File: config.mk
export PLATFORM = sky130hd
export DESIGN_NAME = brkpt_unit
export DESIGN_NICKNAME = d
export VERILOG_FILES = /design/src/rtl/brkpt_pkg.sv /design/src/rtl/brkpt_regs.sv /design/src/rtl/brkpt_src.sv /design/src/rtl/brkpt_cmp.sv /design/src/rtl/brkpt_unit.sv
export SDC_FILE = /design/constraint.sdc
export NUM_CORES = 1
export LEC_CHECK = 0
export ABC_AREA = 1
export BUFFER_PORTS_ARGS = -buffer_cell sky130_fd_sc_hd__buf_4
export CORE_ASPECT_RATIO = 0.75
export CORE_UTILIZATION = 36
export CTS_CLUSTER_DIAMETER = 120
export DETAILED_ROUTE_END_ITERATION = 8
export MAX_ROUTING_LAYER = met4
export PLACE_DENSITY = 0.67
export SETUP_SLACK_MARGIN = 0.15
export SLEW_MARGIN = 0
export SYNTH_ARGS = -nofsm -noshare
export SYNTH_HDL_FRONTEND = slang
export SYNTH_SLANG_ARGS = --single-unit
File: constraint.sdc
create_clock -name clk -period 2.46 [get_ports clk]
set_input_delay 0.246 -clock clk [delete_from_list [all_inputs] [get_ports clk]]
set_output_delay 0.246 -clock clk [all_outputs]
set_load 0.005 [all_outputs]
File: src/rtl/brkpt_pkg.sv
package brkpt_pkg;

    localparam int ST_W = 6;

    localparam int ST_A0_RD  = 0;
    localparam int ST_A0_WR  = 1;
    localparam int ST_A1_RD  = 2;
    localparam int ST_A1_WR  = 3;
    localparam int ST_RNG_RD = 4;
    localparam int ST_RNG_WR = 5;

    localparam logic [1:0] SEL_CTRL = 2'd0;
    localparam logic [1:0] SEL_STAT = 2'd1;
    localparam logic [1:0] SEL_ADR0 = 2'd2;
    localparam logic [1:0] SEL_ADR1 = 2'd3;

    typedef struct packed {
        logic [1:0] acc;   // [1] write enable, [0] read enable
        logic       inst;  // compare fetches instead of data
        logic       rng;   // span mode
        logic       en;    // unit enable
    } ctrl_t;

    localparam int CTRL_W = $bits(ctrl_t);

    typedef enum logic {
        W_OFF   = 1'b0,
        W_WATCH = 1'b1
    } watch_e;

endpackage

File: src/rtl/brkpt_regs.sv
module brkpt_regs
    import brkpt_pkg::*;
#(
    parameter int AW = 16
) (
    input  logic            clk,
    input  logic            rst_n,
    input  logic            reg_we,
    input  logic [1:0]      reg_sel,
    input  logic [AW-1:0]   reg_wdata,
    input  logic [ST_W-1:0] set_vec,
    output ctrl_t           ctrl_q,
    output logic [AW-1:0]   adr0_q,
    output logic [AW-1:0]   adr1_q,
    output logic [ST_W-1:0] status_q,
    output logic [AW-1:0]   rdata
);

    localparam int CTRL_PAD = AW - CTRL_W;
    localparam int STAT_PAD = AW - ST_W;

    logic [ST_W-1:0] clr_vec;
    logic [ST_W-1:0] status_d;

    always_comb begin
        clr_vec = '0;
        if (reg_we && reg_sel == SEL_STAT) begin
            clr_vec = reg_wdata[ST_W-1:0];
        end
        // a new hit outranks a clear in the same cycle
        status_d = (status_q & ~clr_vec) | set_vec;
    end

    always_ff @(posedge clk or negedge rst_n) begin
        if (!rst_n) begin
            ctrl_q   <= '0;
            adr0_q   <= '0;
            adr1_q   <= '0;
            status_q <= '0;
        end else begin
            status_q <= status_d;
            if (reg_we) begin
                unique case (reg_sel)
                    SEL_CTRL: ctrl_q <= ctrl_t'(reg_wdata[CTRL_W-1:0]);
                    SEL_ADR0: adr0_q <= reg_wdata;
                    SEL_ADR1: adr1_q <= reg_wdata;
                    default:  ;
                endcase
            end
        end
    end

    always_comb begin
        unique case (reg_sel)
            SEL_CTRL: rdata = {{CTRL_PAD{1'b0}}, ctrl_q};
            SEL_STAT: rdata = {{STAT_PAD{1'b0}}, status_q};
            SEL_ADR0: rdata = adr0_q;
            default:  rdata = adr1_q;
        endcase
    end

endmodule

File: src/rtl/brkpt_src.sv
module brkpt_src #(
    parameter int AW = 16
) (
    input  logic          use_fetch,
    input  logic [AW-1:0] dat_addr,
    input  logic          dat_rd,
    input  logic          dat_wr,
    input  logic [AW-1:0] fetch_addr,
    input  logic          fetch_strobe,
    output logic [AW-1:0] cmp_addr,
    output logic          cmp_rd,
    output logic          cmp_wr
);

    always_comb begin
        if (use_fetch) begin
            cmp_addr = fetch_addr;
            cmp_rd   = fetch_strobe;
            cmp_wr   = 1'b0;
        end else begin
            cmp_addr = dat_addr;
            cmp_rd   = dat_rd;
            cmp_wr   = dat_wr;
        end
    end

endmodule

File: src/rtl/brkpt_cmp.sv
module brkpt_cmp
    import brkpt_pkg::*;
#(
    parameter int AW       = 16,
    parameter int RANGE_EN = 1
) (
    input  ctrl_t           ctrl,
    input  logic [AW-1:0]   adr0,
    input  logic [AW-1:0]   adr1,
    input  logic [AW-1:0]   cmp_addr,
    input  logic            cmp_rd,
    input  logic            cmp_wr,
    output logic [ST_W-1:0] hit
);

    logic eq0;
    logic eq1;
    logic span_on;
    logic in_span;
    logic rd_ok;
    logic wr_ok;

    assign eq0   = (cmp_addr == adr0);
    assign eq1   = (cmp_addr == adr1);
    assign rd_ok = cmp_rd && ctrl.acc[0];
    assign wr_ok = cmp_wr && ctrl.acc[1];

    generate
        if (RANGE_EN != 0) begin : g_span
            assign span_on = ctrl.rng;
            assign in_span = (cmp_addr >= adr0) && (cmp_addr <= adr1);
        end else begin : g_nospan
            assign span_on = 1'b0;
            assign in_span = 1'b0;
        end
    endgenerate

    always_comb begin
        hit = '0;
        if (span_on) begin
            hit[ST_RNG_RD] = rd_ok && in_span;
            hit[ST_RNG_WR] = wr_ok && in_span;
        end else begin
            hit[ST_A0_RD] = rd_ok && eq0;
            hit[ST_A0_WR] = wr_ok && eq0;
            hit[ST_A1_RD] = rd_ok && eq1;
            hit[ST_A1_WR] = wr_ok && eq1;
        end
    end

endmodule

File: src/rtl/brkpt_unit.sv
module brkpt_unit
    import brkpt_pkg::*;
#(
    parameter int AW       = 16,
    parameter int RANGE_EN = 1
) (
    input  logic          clk,
    input  logic          rst_n,
    input  logic          reg_we,
    input  logic [1:0]    reg_sel,
    input  logic [AW-1:0] reg_wdata,
    output logic [AW-1:0] reg_rdata,
    input  logic [AW-1:0] dat_addr,
    input  logic          dat_rd,
    input  logic          dat_wr,
    input  logic [AW-1:0] fetch_addr,
    input  logic          fetch_strobe,
    output logic          halt_req
);

    ctrl_t           ctrl_q;
    logic [AW-1:0]   adr0_q;
    logic [AW-1:0]   adr1_q;
    logic [ST_W-1:0] status_q;
    logic [ST_W-1:0] hit;
    logic [AW-1:0]   cmp_addr;
    logic            cmp_rd;
    logic            cmp_wr;
    watch_e          state_q;
    watch_e          state_d;

    brkpt_regs #(.AW(AW)) u_regs (
        .clk      (clk),
        .rst_n    (rst_n),
        .reg_we   (reg_we),
        .reg_sel  (reg_sel),
        .reg_wdata(reg_wdata),
        .set_vec  (hit),
        .ctrl_q   (ctrl_q),
        .adr0_q   (adr0_q),
        .adr1_q   (adr1_q),
        .status_q (status_q),
        .rdata    (reg_rdata)
    );

    brkpt_src #(.AW(AW)) u_src (
        .use_fetch   (ctrl_q.inst),
        .dat_addr    (dat_addr),
        .dat_rd      (dat_rd),
        .dat_wr      (dat_wr),
        .fetch_addr  (fetch_addr),
        .fetch_strobe(fetch_strobe),
        .cmp_addr    (cmp_addr),
        .cmp_rd      (cmp_rd),
        .cmp_wr      (cmp_wr)
    );

    brkpt_cmp #(.AW(AW), .RANGE_EN(RANGE_EN)) u_cmp (
        .ctrl    (ctrl_q),
        .adr0    (adr0_q),
        .adr1    (adr1_q),
        .cmp_addr(cmp_addr),
        .cmp_rd  (cmp_rd),
        .cmp_wr  (cmp_wr),
        .hit     (hit)
    );

    // next state: ARM / DISARM
    always_comb begin
        state_d = state_q;
        unique case (state_q)
            W_OFF:   if (ctrl_q.en)  state_d = W_WATCH;
            W_WATCH: if (!ctrl_q.en) state_d = W_OFF;
            default: state_d = W_OFF;
        endcase
    end

    always_ff @(posedge clk or negedge rst_n) begin
        if (!rst_n) begin
            state_q <= W_OFF;
        end else begin
            state_q <= state_d;
        end
    end

    always_comb begin
        unique case (state_q)
            W_WATCH: halt_req = |hit;
            default: halt_req = 1'b0;
        endcase
    end

endmodule

# --- Word-level counts from Yosys, hierarchy flattened ---
# Index checks and enable logic that the tools add are counted.
totals:
  register_bits: 44
  latch_bits: 0
  ram_bits: 0
  rom_bits: 0
  input_bits: 56
  out_inout_bits: 17
  mem_count: 0
classes:
  n_addsub: 0
  n_mul: 0
  div: 0
  n_lt_le_gt_ge: 2
  eq_ne: 5
  n_shift: 0
  n_mux: 9
  n_bitwise: 3
  n_reduce_logical: 15
ops:
  columns: ["cell", "count"]
  rows:
  - ["case mux 16 bit (3 select lines)", 1]
  - ["== test 16 bit", 2]
  - ["greater-or-equal comparator 16 bit", 1]
  - ["<= comparator 16 bit", 1]
  - ["2-to-1 mux 16 bit", 1]
  - ["logical AND 1 bit", 10]
  - ["bitwise AND 6 bit", 1]
  - ["2-to-1 mux 6 bit", 1]
  - ["inverter 6 bit", 1]
  - ["bitwise OR 6 bit", 1]
  - ["AND reduction 2 bit", 3]
  - ["OR reduction 6 bit", 1]
  - ["== test 2 bit, second input constant", 2]
  - ["2-to-1 mux 1 bit", 4]
  - ["2-to-1 mux 4 bit", 1]
  - ["== test 2 x 1 -> 1 bit, second input constant", 1]
  - ["zero test 2 bit", 1]
  - ["2-to-1 mux 2 bit", 1]

# --- Logic depth before layout (Yosys ltp) ---
depth:
  ltp_word: 7
  ltp_mapped: 15
  depth_no_buf: 14

# --- Hierarchy ---
# Synthesis repeated with hierarchy kept, for this count alone.
hier_totals:
  hier_cells: 474
  hier_area_um2: 3231.8
modules_own_cells:
  columns: ["module", "n_inst", "cells_each", "area_each_um2", "seq_area_each_um2"]
  rows:
  - ["brkpt_regs", 1, 257, 1989.4, 1076.0]
  - ["brkpt_cmp", 1, 153, 930.9, 0.0]
  - ["brkpt_src", 1, 57, 262.8, 0.0]
  - ["brkpt_unit", 1, 7, 48.8, 25.0]

# --- Worst setup path before layout ---
# OpenSTA, ideal clock, no wires.
synth_timing:
  path_kind: "register to output"
  start: "register, netlist name u_regs.ctrl_q[2]"
  end: "output halt_req"
  t_arrival_ns: 1.920
  slack_ns: 0.294
  path_stages_with_launch: 13
  path_buffers: 2
  path_cell_list: "dfrtp_1 > buf_4 > clkbuf_1 > nand2_1 > nand2_1 > ha_1 > nand2_1 > nor2_2 > nand2_2 > nor3_4 > o21bai_2 > o211ai_1 > a21oi_1"
synth_via:
  elab_chain_len: 7
  elab_cells_between_ends: 20
synth_rtl:
  columns: ["element", "line", "rtl"]
  rows:
  - ["2-to-1 mux 16 bit", "brkpt_src.sv:16", "if (use_fetch) begin"]
  - ["greater-or-equal comparator 16 bit or <= comparator 16 bit (tied branches)", "brkpt_cmp.sv:31", "assign in_span = (cmp_addr >= adr0) && (cmp_addr <= adr1);"]
  - ["logical AND 1 bit", "brkpt_cmp.sv:31", null]
  - ["logical AND 1 bit (on tied branches)", "brkpt_cmp.sv:41, brkpt_cmp.sv:42", null]
  - ["2-to-1 mux 2 bit", "brkpt_cmp.sv:40", "if (span_on) begin"]
  - ["OR reduction 6 bit *", "brkpt_unit.sv:88", "W_WATCH: halt_req = |hit;"]
  - ["2-to-1 mux 1 bit *", "brkpt_unit.sv:87", "unique case (state_q)"]
  - ["to (decl)", "brkpt_unit.sv:18", "output logic halt_req"]
# Mark *: on every way between the ends. The rest lies on a longest branch, timed or not.

# --- Worst setup path in the final report ---
layout_timing:
  start: "register, netlist name u_regs.ctrl_q[2]"
  end: "output halt_req"
layout_via:
  elab_chain_len: 7
  elab_cells_between_ends: 20
layout_rtl:
  columns: ["element", "line"]
  rows:
  - ["2-to-1 mux 16 bit", "brkpt_src.sv:16"]
  - ["greater-or-equal comparator 16 bit or <= comparator 16 bit (tied branches)", "brkpt_cmp.sv:31"]
  - ["logical AND 1 bit", "brkpt_cmp.sv:31"]
  - ["logical AND 1 bit (on tied branches)", "brkpt_cmp.sv:41, brkpt_cmp.sv:42"]
  - ["2-to-1 mux 2 bit", "brkpt_cmp.sv:40"]
  - ["OR reduction 6 bit *", "brkpt_unit.sv:88"]
  - ["2-to-1 mux 1 bit *", "brkpt_unit.sv:87"]
# Marks and branches as above.

==> flow_summary.toml <==
[yosys]
ys_types = 32
synth_area_leaders = "dfrtp_1 36%, nand2_1 18%, ha_1 13%"
synth.largest_area_cell = "dfrtp_1"
ys.warnings.count = 0
synth_edf_count = 0
async_reset_ff_frac = 1.00
yosysSeqAreaShare = 0.364
syn_area_mm2 = 0.00302
ys_ff_latch = 44
synth_nets = 503
synth_top_area_share = 0.364
netlist_instances = 415
ys.flop_type = "dfrtp_1"
synth_area_per_cell_um2 = 7.28

[power]
pwr_density_cell_mw_per_mm2 = 625
total_power_mw = 2.63
ir_worst_vdd_mv = 0.263
leakagePower_nw = 2.19

[setup_path]
ff2ff_setup_slack_ps = 280
crit_chain = "buf_6 > buf_6 > mux2i_2 > ha_1 > nand3_2 > nor3_4 > o21bai_4 > o211ai_1 > a21oi_1 > buf_4"
setup.worst_path.start_class = "flip-flop"
crit_required_ps = 2210
cp-end-kind = "output pin"
worstPathArrival_ps = 2440
critical_path_class = "flip-flop to output pin"
reg2reg_depth = 13
critical_path.max_fanout = 5
cp_slowest_stage_delay_ps = 480
rr_startpoint = "u_regs.ctrl_q[2]$_DFFE_PN0P_"
cp_common_cell = "buf_6"
cpMaxStageDelayCell = "dfrtp_2"
path_delay_family = "flip-flops"
timing.rr.end = "u_regs.status_q[4]$_DFF_PN0_"
path_buf_inv = 3

[sta]
timing.final.crit_share = 1.09
hold_ws_ps = 207
slew_violations = 0
finClkSkew_ps = 10.8
final.setup.worst_slack_ps = -225
setup_viol = 1
relSlewSlack = 0.599
worst_slew_pin_slew_ps = 601
max_freq_ghz = 0.372
layout_min_cycle_time_ps = 2680
finalHoldViolations = 0
fin_setup_tns_ps = -225
rsz0062_at_grt = "yes"

[layout]
multi_input_area_mm2 = 0.00196
syn_to_final_growth_pct = 39.3
utilization = 0.525
final_common_cell = "nand2_1"
n_antenna_cell = 0
layout_common_cells = "116 x nand2_1, 78 x buf_4, 61 x inv_1"
nFillCells = 767
layout.nets = 583
final_layout_size_suffix_gt1_frac = 0.315
seq_area_mm2 = 0.00110

[worst_hold_path]
hold_end = "u_regs.adr0_q[10]$_DFFE_PN0P_"
hold_path.class = "primary input to flip-flop"
min_from = "reg_wdata[10]"
hold_path_depth = 3

[outcome]
violations = "negative setup slack"
outcome = "finished with violations"

[global_routing]
grt_pass1_wl_mm = 13.9
track_usage = 0.212
overflow = 0
grt_start_max_net_pins = 45
antenna_found_initial = 0
grt_pass1_vias = 2800

[clock_tree]
clock_path_buffers = 2
cts_buffers = 5
clock_sinks = 44
cts_root_buf = "clkbuf_8"
clkTransAtPathRegs_ps = 90
insertion_delay_ps = 300
tritoncts = "yes"
htreeDepth = 2

[drt]
num_vias = 3010
wl_per_cell_um = 14.6
vias_per_cell = 5.01
dr.pass1.iters = 6
ant_nets = 0
drt-initial-drc-count = 259
drc_errors = 0
wirelength_mm = 8.79

[floorplanning]
dieArea_mm2 = 0.00877
die_w_um = 108
rows = 28
ios = 73
start_util = 0.377
core_mm2 = 0.00802
die_h_um = 81.3

[placement]
pre_cts_ws_ps = 114
place_hpwl_mm = 6.58
place_congestion = 0.922
io_buffers = 72

[run]
maxCapViolations = 0
-- stage by stage --
| stage | area [µm²] | instances |
|---|---|---|
| after floorplan | 3020 | 415 |
| after global placement | 3670 | 585 |
| after detailed placement | 3670 | 585 |
| after CTS | 4080 | 599 |
| after global routing | 4210 | 601 |
| final | 4210 | 601 |
-- synth_stat cells (2+ instances only) --
cell type	count
clkbuf_1	6
ha_1	32
a221oi_1	3
nor2_2	2
nand3_1	10
nand4_1	2
nor2_1	17
buf_2	4
a21oi_1	10
o22ai_1	10
dfrtp_1	44
o21ai_0	15
inv_2	5
nand2_1	142
nand2_2	3
inv_1	62
o21ai_1	33
-- kinds of logic after synthesis --
kind of cell    Yosys count  share of synthesized area
flops                    44                      0.364
compound gates           77                      0.142
mux                       1                    0.00331
fa+ha+maj                32                      0.133
buf+inv                  78                     0.0998
simple gates            183                      0.258
-- area by class of cell --
class	instances	area share
Clock inverter	2	0.00832
Inverter	67	0.0609
Tap cell	105	0.0312
Clock buffer	6	0.0172
Timing Repair Buffer	84	0.156
Sequential cell	44	0.262
Multi-Input combinational cell	293	0.465
-- worst register-to-register path: stages, from the launching register on --
cell     delay (ps)
dfrtp_2         460
buf_6           140
buf_6           120
mux2i_2         240
ha_1            270
nand2_1          70
nor2_2           40
nor2_1          110
nand3_1         120
nand2_1          70
nand3_1          90
and2_1          180
nand2_1          90
nand2_1          60
-- worst max-delay path by stage --
stage                     depth (start not counted)  slack [ps]                         start       end
after CTS                                        12        -190  u_regs.ctrl_q[2]$_DFFE_PN0P_  halt_req
final                                            10        -220  u_regs.ctrl_q[2]$_DFFE_PN0P_  halt_req
after detailed placement                         13         110  u_regs.ctrl_q[2]$_DFFE_PN0P_  halt_req
after global placement                           13         130  u_regs.ctrl_q[2]$_DFFE_PN0P_  halt_req
after floorplan                                  12         290  u_regs.ctrl_q[2]$_DFFE_PN0P_  halt_req
after global routing                             12        -370  u_regs.ctrl_q[2]$_DFFE_PN0P_  halt_req
-- metal layers --
layer | vias to the layer above | global-route usage | share of wire
met2 | 125 | 0.304 | 0.42
li1 | 1498 | - | -
met4 | 0 | 0.0438 | 0.0091
met3 | 12 | 0.0281 | 0.083
met1 | 1375 | 0.314 | 0.48
met5 | - | - | 0
-- flip-flops by register name, summed over array words and instances (netlist names) --
name,count
u_regs.adr1_q,16
u_regs.status_q,6
state_q,1
u_regs.adr0_q,16
u_regs.ctrl_q,5
-- report_power, final --
part	switching, mW	total [mW]	leakage (nW)	internal (mW)
Sequential	0.0752	0.911	0.556	0.836
Combinational	0.649	1.17	1.58	0.522
Clock	0.248	0.549	0.0552	0.302
Total	0.972	2.63	2.19	1.66
-- repair_timing --
item / 4_1_cts / 5_1_grt
gates cloned: 1 / 0
gates resized for setup: 54 / 17
hold endpoints to repair: 44 / 0
endpoints found under the setup margin: 1 / 1
pin swaps: 27 / 13
setup buffers: 4 / 2
hold buffers: 1 / 0
(Power assumes the default switching activity.)
